## config.mk

```make
export PLATFORM = sky130hd
export DESIGN_NAME = pwm_timer_core
export DESIGN_NICKNAME = d
export VERILOG_FILES = /design/src/rtl/pwm_timer_pkg.sv /design/src/rtl/pwm_regfile.sv /design/src/rtl/pwm_outstage.sv /design/src/rtl/pwm_chan.sv /design/src/rtl/pwm_timer_core.sv
export SDC_FILE = /design/constraint.sdc
export NUM_CORES = 1
export LEC_CHECK = 0
export BUFFER_PORTS_ARGS = -buffer_cell sky130_fd_sc_hd__buf_2
export CORE_MARGIN = 3
export CORE_UTILIZATION = 25
export CTS_BUF_LIST = sky130_fd_sc_hd__clkbuf_2 sky130_fd_sc_hd__clkbuf_4 sky130_fd_sc_hd__clkbuf_8
export CTS_CLUSTER_SIZE = 25
export DETAILED_ROUTE_END_ITERATION = 6
export PLACE_DENSITY = 0.37
export SLEW_MARGIN = 20
export SYNTH_ARGS = -nofsm -noshare
export SYNTH_HDL_FRONTEND = slang
export SYNTH_HIERARCHICAL = 1
export SYNTH_SLANG_ARGS = --single-unit
```

## constraint.sdc

```tcl
create_clock -name clk -period 2.2 [get_ports clk]
set_input_delay 0.33 -clock clk [delete_from_list [all_inputs] [get_ports clk]]
set_output_delay 0.33 -clock clk [all_outputs]
set_load 0.01 [all_outputs]
```

## src/rtl/pwm_timer_pkg.sv

```systemverilog
// Package: shared constants and helpers for the PWM timer core.
// Assumes at most 15 channels so the control mask fits in 64 bits.
package pwm_timer_pkg;

    localparam int OFS_START  = 0;
    localparam int OFS_MANUAL = 1;
    localparam int OFS_INVERT = 2;
    localparam int OFS_RELOAD = 3;
    localparam int OFS_RELOAD_LAST = 2;

    // Nibble index of a channel inside the shared control word (gap after channel 0).
    function automatic int nib_idx(input int ch);
        return (ch == 0) ? 0 : ch + 1;
    endfunction

    // Mask of implemented control bits for n channels.
    function automatic logic [63:0] ctrl_mask(input int n);
        logic [63:0] m;
        m = '0;
        for (int c = 0; c < n; c++) begin
            if (c == n - 1) m[4*nib_idx(c) +: 3] = 3'b111;
            else            m[4*nib_idx(c) +: 4] = 4'b1111;
        end
        return m;
    endfunction

endpackage

```

## src/rtl/pwm_regfile.sv

```systemverilog
// Module: register file for the control word and the per-channel period and
// compare buffers, plus the combinational read mux and control field decode.
// Assumes CNT_W <= DATA_W and 4*(NUM_CH+1) <= DATA_W.
module pwm_regfile #(
    parameter int NUM_CH = 5,
    parameter int CNT_W  = 16,
    parameter int DATA_W = 32,
    parameter int ADDR_W = 4
) (
    input  logic                          clk,
    input  logic                          rst_n,
    input  logic                          wr_en,
    input  logic [ADDR_W-1:0]             wr_addr,
    input  logic [DATA_W-1:0]             wr_data,
    input  logic [ADDR_W-1:0]             rd_addr,
    output logic [DATA_W-1:0]             rd_data,
    output logic [NUM_CH-1:0]             f_start,
    output logic [NUM_CH-1:0]             f_manual,
    output logic [NUM_CH-1:0]             f_invert,
    output logic [NUM_CH-1:0]             f_reload,
    output logic [NUM_CH-1:0][CNT_W-1:0]  cnt_buf,
    output logic [NUM_CH-1:0][CNT_W-1:0]  cmp_buf
);
    import pwm_timer_pkg::*;

    localparam int CTRL_W = 4 * (NUM_CH + 1);
    localparam logic [CTRL_W-1:0] CTRL_MASK = CTRL_W'(ctrl_mask(NUM_CH));
    localparam int USED_W = (CTRL_W > CNT_W) ? CTRL_W : CNT_W;

    logic [CTRL_W-1:0] ctrl_q;

    // Control word: only implemented bits are stored.
    always_ff @(posedge clk) begin
        if (!rst_n)
            ctrl_q <= '0;
        else if (wr_en && wr_addr == '0)
            ctrl_q <= wr_data[CTRL_W-1:0] & CTRL_MASK;
    end

    generate
        for (genvar c = 0; c < NUM_CH; c++) begin : g_buf
            localparam logic [ADDR_W-1:0] A_CNT = ADDR_W'(1 + 2*c);
            localparam logic [ADDR_W-1:0] A_CMP = ADDR_W'(2 + 2*c);
            localparam int B = 4 * nib_idx(c);
            logic [CNT_W-1:0] cnt_q;
            logic [CNT_W-1:0] cmp_q;

            // Period buffer of this channel.
            always_ff @(posedge clk) begin
                if (!rst_n)
                    cnt_q <= '0;
                else if (wr_en && wr_addr == A_CNT)
                    cnt_q <= wr_data[CNT_W-1:0];
            end

            // Compare buffer of this channel.
            always_ff @(posedge clk) begin
                if (!rst_n)
                    cmp_q <= '0;
                else if (wr_en && wr_addr == A_CMP)
                    cmp_q <= wr_data[CNT_W-1:0];
            end

            assign cnt_buf[c]  = cnt_q;
            assign cmp_buf[c]  = cmp_q;
            assign f_start[c]  = ctrl_q[B + OFS_START];
            assign f_manual[c] = ctrl_q[B + OFS_MANUAL];

            if (c == NUM_CH - 1) begin : g_last
                assign f_invert[c] = 1'b0;
                assign f_reload[c] = ctrl_q[B + OFS_RELOAD_LAST];
            end else begin : g_norm
                assign f_invert[c] = ctrl_q[B + OFS_INVERT];
                assign f_reload[c] = ctrl_q[B + OFS_RELOAD];
            end
        end

        if (DATA_W > USED_W) begin : g_spare
            logic unused_wr_hi;
            assign unused_wr_hi = ^wr_data[DATA_W-1:USED_W];
        end
    endgenerate

    // Read mux: control word, buffers, zero elsewhere.
    always_comb begin
        rd_data = '0;
        if (rd_addr == '0)
            rd_data = DATA_W'(ctrl_q);
        for (int c = 0; c < NUM_CH; c++) begin
            if (rd_addr == ADDR_W'(1 + 2*c)) rd_data = DATA_W'(cnt_buf[c]);
            if (rd_addr == ADDR_W'(2 + 2*c)) rd_data = DATA_W'(cmp_buf[c]);
        end
    end

endmodule

```

## src/rtl/pwm_outstage.sv

```systemverilog
// Module: output stage; forms the active state from counter and compare and
// applies the optional inverter. HAS_INV=0 builds a channel without inverter.
module pwm_outstage #(
    parameter int CNT_W   = 16,
    parameter bit HAS_INV = 1'b1
) (
    input  logic [CNT_W-1:0] cnt,
    input  logic [CNT_W-1:0] cmp,
    input  logic             invert,
    output logic             pin
);
    logic active;

    // Active above the compare, or always when the compare is all ones.
    assign active = (cnt > cmp) || (&cmp);

    generate
        if (HAS_INV) begin : g_inv
            assign pin = invert ? active : ~active;
        end else begin : g_noinv
            logic unused_invert;
            assign unused_invert = invert;
            assign pin = ~active;
        end
    endgenerate

endmodule

```

## src/rtl/pwm_chan.sv

```systemverilog
// Module: one timer channel; down counter with manual load, auto-reload or
// halt at period end, registered period-end pulse. Assumes tick is a
// single-clock strobe in the clk domain.
module pwm_chan #(
    parameter int CNT_W   = 16,
    parameter bit HAS_INV = 1'b1
) (
    input  logic             clk,
    input  logic             rst_n,
    input  logic             tick,
    input  logic             start,
    input  logic             manual,
    input  logic             invert,
    input  logic             reload,
    input  logic [CNT_W-1:0] cnt_buf,
    input  logic [CNT_W-1:0] cmp_buf,
    output logic             pin,
    output logic             period_end,
    output logic [CNT_W-1:0] cnt_o,
    output logic [CNT_W-1:0] cmp_o
);
    logic [CNT_W-1:0] cnt_q;
    logic [CNT_W-1:0] cmp_q;
    logic             halted_q;
    logic             pe_q;
    logic             step;

    assign step = start && tick && !halted_q;

    // Counter, active compare, halt flag and period-end pulse.
    always_ff @(posedge clk) begin
        if (!rst_n) begin
            cnt_q    <= '0;
            cmp_q    <= '0;
            halted_q <= 1'b0;
            pe_q     <= 1'b0;
        end else begin
            pe_q <= 1'b0;
            if (manual) begin
                cnt_q    <= cnt_buf;
                cmp_q    <= cmp_buf;
                halted_q <= 1'b0;
            end else if (step) begin
                if (cnt_q == '0) begin
                    pe_q <= 1'b1;
                    if (reload) begin
                        cnt_q <= cnt_buf;
                        cmp_q <= cmp_buf;
                    end else begin
                        halted_q <= 1'b1;
                    end
                end else begin
                    cnt_q <= cnt_q - 1'b1;
                end
            end
        end
    end

    pwm_outstage #(.CNT_W(CNT_W), .HAS_INV(HAS_INV)) u_out (
        .cnt    (cnt_q),
        .cmp    (cmp_q),
        .invert (invert),
        .pin    (pin)
    );

    assign period_end = pe_q;
    assign cnt_o      = cnt_q;
    assign cmp_o      = cmp_q;

endmodule

```

## src/rtl/pwm_timer_core.sv

```systemverilog
// Module: top of the multi-channel PWM timer; register file plus one channel
// per output. The last channel is built without output inverter.
module pwm_timer_core #(
    parameter int NUM_CH = 5,
    parameter int CNT_W  = 16,
    parameter int DATA_W = 32,
    parameter int ADDR_W = $clog2(2*NUM_CH + 1)
) (
    input  logic              clk,
    input  logic              rst_n,
    input  logic              wr_en,
    input  logic [ADDR_W-1:0] wr_addr,
    input  logic [DATA_W-1:0] wr_data,
    input  logic [ADDR_W-1:0] rd_addr,
    output logic [DATA_W-1:0] rd_data,
    input  logic [NUM_CH-1:0] tick,
    output logic [NUM_CH-1:0] pwm_out,
    output logic [NUM_CH-1:0] period_end
);
    logic [NUM_CH-1:0]            ch_start;
    logic [NUM_CH-1:0]            ch_manual;
    logic [NUM_CH-1:0]            ch_invert;
    logic [NUM_CH-1:0]            ch_reload;
    logic [NUM_CH-1:0][CNT_W-1:0] cnt_buf;
    logic [NUM_CH-1:0][CNT_W-1:0] cmp_buf;
    logic [NUM_CH-1:0][CNT_W-1:0] ch_cnt;
    logic [NUM_CH-1:0][CNT_W-1:0] ch_cmp;

    pwm_regfile #(
        .NUM_CH(NUM_CH), .CNT_W(CNT_W), .DATA_W(DATA_W), .ADDR_W(ADDR_W)
    ) u_regs (
        .clk      (clk),
        .rst_n    (rst_n),
        .wr_en    (wr_en),
        .wr_addr  (wr_addr),
        .wr_data  (wr_data),
        .rd_addr  (rd_addr),
        .rd_data  (rd_data),
        .f_start  (ch_start),
        .f_manual (ch_manual),
        .f_invert (ch_invert),
        .f_reload (ch_reload),
        .cnt_buf  (cnt_buf),
        .cmp_buf  (cmp_buf)
    );

    generate
        for (genvar c = 0; c < NUM_CH; c++) begin : g_ch
            pwm_chan #(
                .CNT_W(CNT_W), .HAS_INV(c != NUM_CH - 1)
            ) u_chan (
                .clk        (clk),
                .rst_n      (rst_n),
                .tick       (tick[c]),
                .start      (ch_start[c]),
                .manual     (ch_manual[c]),
                .invert     (ch_invert[c]),
                .reload     (ch_reload[c]),
                .cnt_buf    (cnt_buf[c]),
                .cmp_buf    (cmp_buf[c]),
                .pin        (pwm_out[c]),
                .period_end (period_end[c]),
                .cnt_o      (ch_cnt[c]),
                .cmp_o      (ch_cmp[c])
            );
        end
    endgenerate

endmodule

```

## Word level (Yosys, flattened, before mapping)

Index checks and enable logic that the tools add are counted.

- Register bits after elaboration: 349
- Input port bits: 48
- Output and inout port bits: 42
- Logic and storage cells: 225

- Add/subtract/negate cells: 5
- Magnitude comparators: 5
- Equality and inequality tests: 25
- Mux-type cells: 60
- Bitwise gates (word level): 16
- Reduce and logical (&&, ||, !) cells: 83

Operators by type and width:

| cell | number |
|---|---|
| 2-to-1 mux 16 bit | 40 |
| 2-to-1 mux 23 bit | 11 |
| > comparator 16 bit | 5 |
| zero test 16 bit | 5 |
| AND reduction 16 bit | 5 |
| subtractor 16 x 1 -> 16 bit (second input constant) | 5 |
| == test 4 x 3 -> 1 bit (second input constant) | 8 |
| AND reduction 3 bit | 10 |
| nonzero test 2 bit | 15 |
| == test 4 bit (second input constant) | 6 |
| logical AND 1 bit | 21 |
| == test 4 x 2 -> 1 bit (second input constant) | 4 |
| inverter 1 bit | 16 |
| != test 3 bit (second input constant) | 5 |
| OR reduction 3 bit | 5 |
| AND reduction 2 bit | 5 |
| OR reduction 2 bit | 5 |
| 2-to-1 mux 1 bit | 9 |
| == test 4 x 1 -> 1 bit (second input constant) | 2 |
| zero test 4 bit | 2 |
| zero test 1 bit | 5 |
| logical OR 1 bit | 5 |

## Depth between registers and ports, before layout

- Word-level depth: 12
- Mapped depth: 8
- Mapped depth without buffers: 7

## Modules after synthesis

The synthesis kept the hierarchy.

Modules (own cells, without submodules):

| module | times used | cells each | area an instance (um2) | sequential area each (um2) |
|---|---|---|---|---|
| pwm_chan | 5 | 198 | 1820.5 | 680.7 |
| pwm_regfile | 1 | 1085 | 8785.9 | 3583.4 |
| pwm_outstage (g_ch[0].u_chan.u_out ...) | 3 | 66 | 493.0 | 0.0 |
| pwm_outstage (g_ch[4].u_chan.u_out) | 1 | 63 | 452.9 | 0.0 |
| pwm_outstage (g_ch[3].u_chan.u_out) | 1 | 62 | 445.4 | 0.0 |

## Least setup slack after synthesis

Ideal clock, no wire load.

- Kind: reg2reg
- Start point: register g_ch[0].u_chan.cnt_q[0]
- End point: register g_ch[0].u_chan.cnt_q[12]
- Library setup time: 0.119 ns
- Arrival: 1.957 ns
- Required time: 2.081 ns
- Slack: 0.125 ns
- Stages on the path, launching flop included: 9
- Buffers on the path: 1
- Period minus slack after synthesis: 2.075 ns
- Path through: dfxtp_1 inv_1 ha_1 or3b_1 nor4_4 a21oi_2 buf_6 o22a_1 o221a_1

- Cells in the longest elaborated chain, start to end: 4
- Elaborated cells on any way between the ends: 7
- Classes of those cells: add/sub: 1; eq/ne: 1; mux: 3; reduce/logical: 2

Ends and longest elaborated chain:

| item | RTL line | source |
|---|---|---|
| from (decl) | pwm_chan.sv:22 | `logic [CNT_W-1:0] cnt_q;` |
| from (signal assigned) | pwm_chan.sv:40 | `cnt_q <= cnt_buf;` |
| from (signal assigned) | pwm_chan.sv:47 | `cnt_q <= cnt_buf;` |
| from (signal assigned) | pwm_chan.sv:53 | `cnt_q <= cnt_q - 1'b1;` |
| subtractor 16 x 1 -> 16 bit or zero test 16 bit (tied branches) | pwm_chan.sv:53, pwm_chan.sv:44 |  |
| 2-to-1 mux 16 bit | pwm_chan.sv:44 | `if (cnt_q == '0) begin` |
| 2-to-1 mux 16 bit | pwm_chan.sv:43 | `end else if (step) begin` |
| 2-to-1 mux 16 bit | pwm_chan.sv:39 | `if (manual) begin` |

Parallel ways exist; a longest one is shown, timed or not. The select of a mux whose other input is x is not followed.
A chain may end at the register's enable or synchronous reset.

## Worst setup path in the final report

- Start point: register g_ch[0].u_chan.cmp_q[12]
- End point: output port pwm_out[0]

- Cells in the longest elaborated chain, start to end: 4
- Elaborated cells on any way between the ends: 5
- Classes of those cells: order compare: 1; mux: 1; bitwise: 1; reduce/logical: 2

Ends and longest elaborated chain:

| item | RTL line | source |
|---|---|---|
| from (decl) | pwm_chan.sv:23 | `logic [CNT_W-1:0] cmp_q;` |
| from (signal assigned) | pwm_chan.sv:41 | `cmp_q <= cmp_buf;` |
| from (signal assigned) | pwm_chan.sv:48 | `cmp_q <= cmp_buf;` |
| > comparator 16 bit or AND reduction 16 bit (tied branches) | pwm_outstage.sv:15 | `assign active = (cnt > cmp) \|\| (&cmp);` |
| logical OR 1 bit * | pwm_outstage.sv:15 |  |
| inverter 1 bit | pwm_outstage.sv:19 | `assign pin = invert ? active : ~active;` |
| 2-to-1 mux 1 bit * | pwm_outstage.sv:19 |  |
| to (decl) | pwm_timer_core.sv:17 | `output logic [NUM_CH-1:0] pwm_out,` |

Mark *: on every way between the ends. The rest lies on a longest branch, timed or not.

==> results.md <==
* Status: finished, violations left
* Failing checks: negative setup slack
* Port buffer count at 71
* Critical path type: reg -> out
* Critical Path RT at 1.87 ns
* TritonCTS clock tree: built
* Critical Path AT at 2.66 ns
* Sequential cell area at 7250 sq um
* Maximum VDD drop at 0.385 mV
* RSZ-0062 raised after global routing: yes
* Router iterations before antenna repair at 5
* Min setup slack post-route at -0.794 ns
* Area of the multi-input gates at 13500 sq um
* Worst path bufs/invs at 2
* Minimum clock period at 2.99 ns
* Hold Crit Depth at 3
* Placed insts at 3728
* Final setup vio count at 42
* Row Count at 103
* CTS sink count at 349
* First-pass GRT wire length at 124 mm
* RR Startpoint: g_ch[1].u_chan/cnt_o[13]$_SDFFE_PN0P_
* Total CTS buffers at 72
* Final GP Congestion at 0.840
* Synth Area per Inst at 8.45 sq um
* Clock skew at 0.0370 ns
* Final Util at 35.2%
* Power per standard cell area at 560 nW/um^2
* Hold Path Origin: wr_data[22]
* DR DRC count at 0
* Drt total wl at 86.0 mm
* DP HPWL at 63.3 mm
* Gr usage total at 19.4%
* Layout area overhead at 38.4%
* Worst Path Max Fanout at 3
* Warnings, synthesis at 6
* Initial antenna violation count at 2
* Final hold viol count at 0
* ANT nets after route at 0
* Reg clk slew, reported paths at 0.06 ns
* Pins Over Slew Limit at 0
* H-Tree Depth at 3
* DIE AREA at 84500 sq um
* Crit share post-route at 136%
* Die Y at 291 um
* Worst setup SP type: register
* Crit-path slowest cell: a2111o_1
* WHS Endpoint: u_regs/ctrl_q[22]$_SDFFE_PN0P_
* Worst-Margin Slew at 0.632 ns
* RR Endpoint: g_ch[1].u_chan/cmp_o[12]$_SDFFE_PN0P_
* Clock Tree Root: clkbuf_8
* Final net count at 2945
* Total grt overflow at 0
* Top Ports at 90
* Achievable frequency at 334 MHz
* Cells on worst reg2reg path at 8
* DR vias/cell at 5.00
* 1st-iter DRT viols at 1236
* Share of layout cells above drive strength 1 at 35.7%
* Max Cap Viol at 0
* Setup TNS at -6.27 ns
* Vias in the first global route at 19100
* Placeable Area at 79600 sq um
* Post-Layout Cell Count at 3911
* Crit-path leading delay family: compound AO/OA/AOI/OAI gates
* Initial Util at 25.4%
* R2r setup slk at -0.05 ns
* Largest net degree at the start of global routing at 101
* Hold Worst Slack at 0.0612 ns
* Leakage at 11.3 nW
* Die X at 291 um
* Clk Latency, worst-skew pair at 0.68 ns
* Fillers at 8302
* Vias after detailed routing at 19500
* Max stage delay on crit path at 0.43 ns
* Hold Crit Class: in -> reg
* Post-Syn Area at 20300 sq um
* Routed length per instance at 22.0 um
* Clock Path Buffers at 3
* Crit end category: output pin
* Max-slew headroom at 57.9%
* Crit-path cells: inv_1, ha_2, nand4_1, o21bai_2, a2111o_1, o311ai_4, o311ai_4, buf_2
* Cells after synthesis at 2397
* Most frequent CP cell: o311ai_4
[cell usage in the layout, fill, tap and decap left out, types with 15 or more instances in the layout]
cell	n
clkbuf_8	92
a2bb2oi_1	18
mux2i_1	169
nand2_1	407
nand3b_1	15
dfxtp_4	34
buf_12	19
nor2_1	70
inv_1	97
a21oi_1	74
buf_4	362
dfxtp_1	203
o22ai_1	66
or3_1	38
a21boi_1	52
nor2b_1	109
clkbuf_4	21
o21ai_0	52
nor4_1	19
mux2i_2	15
nand4_1	41
ha_1	54
ha_4	35
buf_6	23
dfxtp_2	112
buf_2	66
nand2b_1	24
a21oi_2	18
a21boi_0	112
nor3_1	22
[area by class of cell]
cell class	count	share of cell area (%)
Inverter	114	1.56
Sequential cell	349	25.9
Timing Repair Buffer	484	14.0
Multi-Input combinational cell	1786	48.3
Tap cell	1050	4.69
Clock inverter	13	0.482
Antenna cell	3	0.0268
Clock buffer	112	5.03
[how the worst max path moves through the flow]
| stage | from | end | depth (start not counted) |
|---|---|---|---|
| detailed placement | rd_addr[2] | rd_data[2] | 9 |
| floorplan | g_ch[0].u_chan/cnt_o[0]$_SDFFE_PN0P_ | g_ch[0].u_chan/cnt_o[12]$_SDFFE_PN0P_ | 8 |
| global placement | rd_addr[2] | rd_data[2] | 9 |
| CTS | g_ch[0].u_chan/cmp_o[13]$_SDFFE_PN0P_ | pwm_out[0] | 8 |
| finish | g_ch[0].u_chan/cmp_o[12]$_SDFFE_PN0P_ | pwm_out[0] | 8 |
| global route | g_ch[0].u_chan/cmp_o[14]$_SDFFE_PN0P_ | pwm_out[0] | 8 |
[worst register-to-register path, delay by kind of cell, from the launching register on]
family / cells / cell delay [ns]
DFF: 1 / 0.34
and+or+nand+nor: 3 / 0.95
AOI/OAI and AO/OA: 1 / 0.15
muxes: 1 / 0.15
buffers and inverters: 3 / 0.55
[per-layer routing]
metal / vias up / track usage (%) / share of wire (%)
li1: 9399 / - / -
met1: 9580 / 26.5 / 47
met2: 456 / 32.3 / 47
met3: 104 / 2.52 / 4.0
met4: 0 / 4.50 / 2.2
met5: - / 0 / 0
[power by group]
part / internal, mW / total, mW / leakage [nW] / switching, mW
clock network: 4.31 / 7.48 / 0.828 / 3.16
logic: 0.785 / 1.79 / 7.59 / 1.01
registers: 6.34 / 6.42 / 2.90 / 0.0758
total: 11.4 / 15.7 / 11.3 / 4.25
[sequential cells by signal, summed over array words and instances, names as in the netlist]
| signal | cells |
|---|---|
| u_regs/ctrl_q | 19 |
| u_regs/g_buf.cnt_q | 80 |
| g_ch.u_chan/cnt_o | 80 |
| u_regs/g_buf.cmp_q | 80 |
| g_ch.u_chan/halted_q | 5 |
| g_ch.u_chan/cmp_o | 80 |
| g_ch.u_chan/period_end | 5 |
[metrics by stage]
stage | cell area [sq um] | total power, mW | worst slack [ns]
after global routing | 28000 | 16.3 | -0.912
after detailed placement | 24200 | 8.14 | -0.314
after floorplan | 20300 | 7.44 | 0.125
after CTS | 27100 | 15.8 | -0.845
final | 28000 | 15.7 | -0.794
after global placement | 24200 | 8.13 | -0.288
[repair_timing]
action,CTS,global route
gates resized for setup,311,157
endpoints found under the hold margin,6,0
gates cloned,1,7
pin swaps,94,94
buffers inserted,32,18
setup endpoints to repair,55,163
hold buffers,6,0
Power figures use the tool's default switching activity.
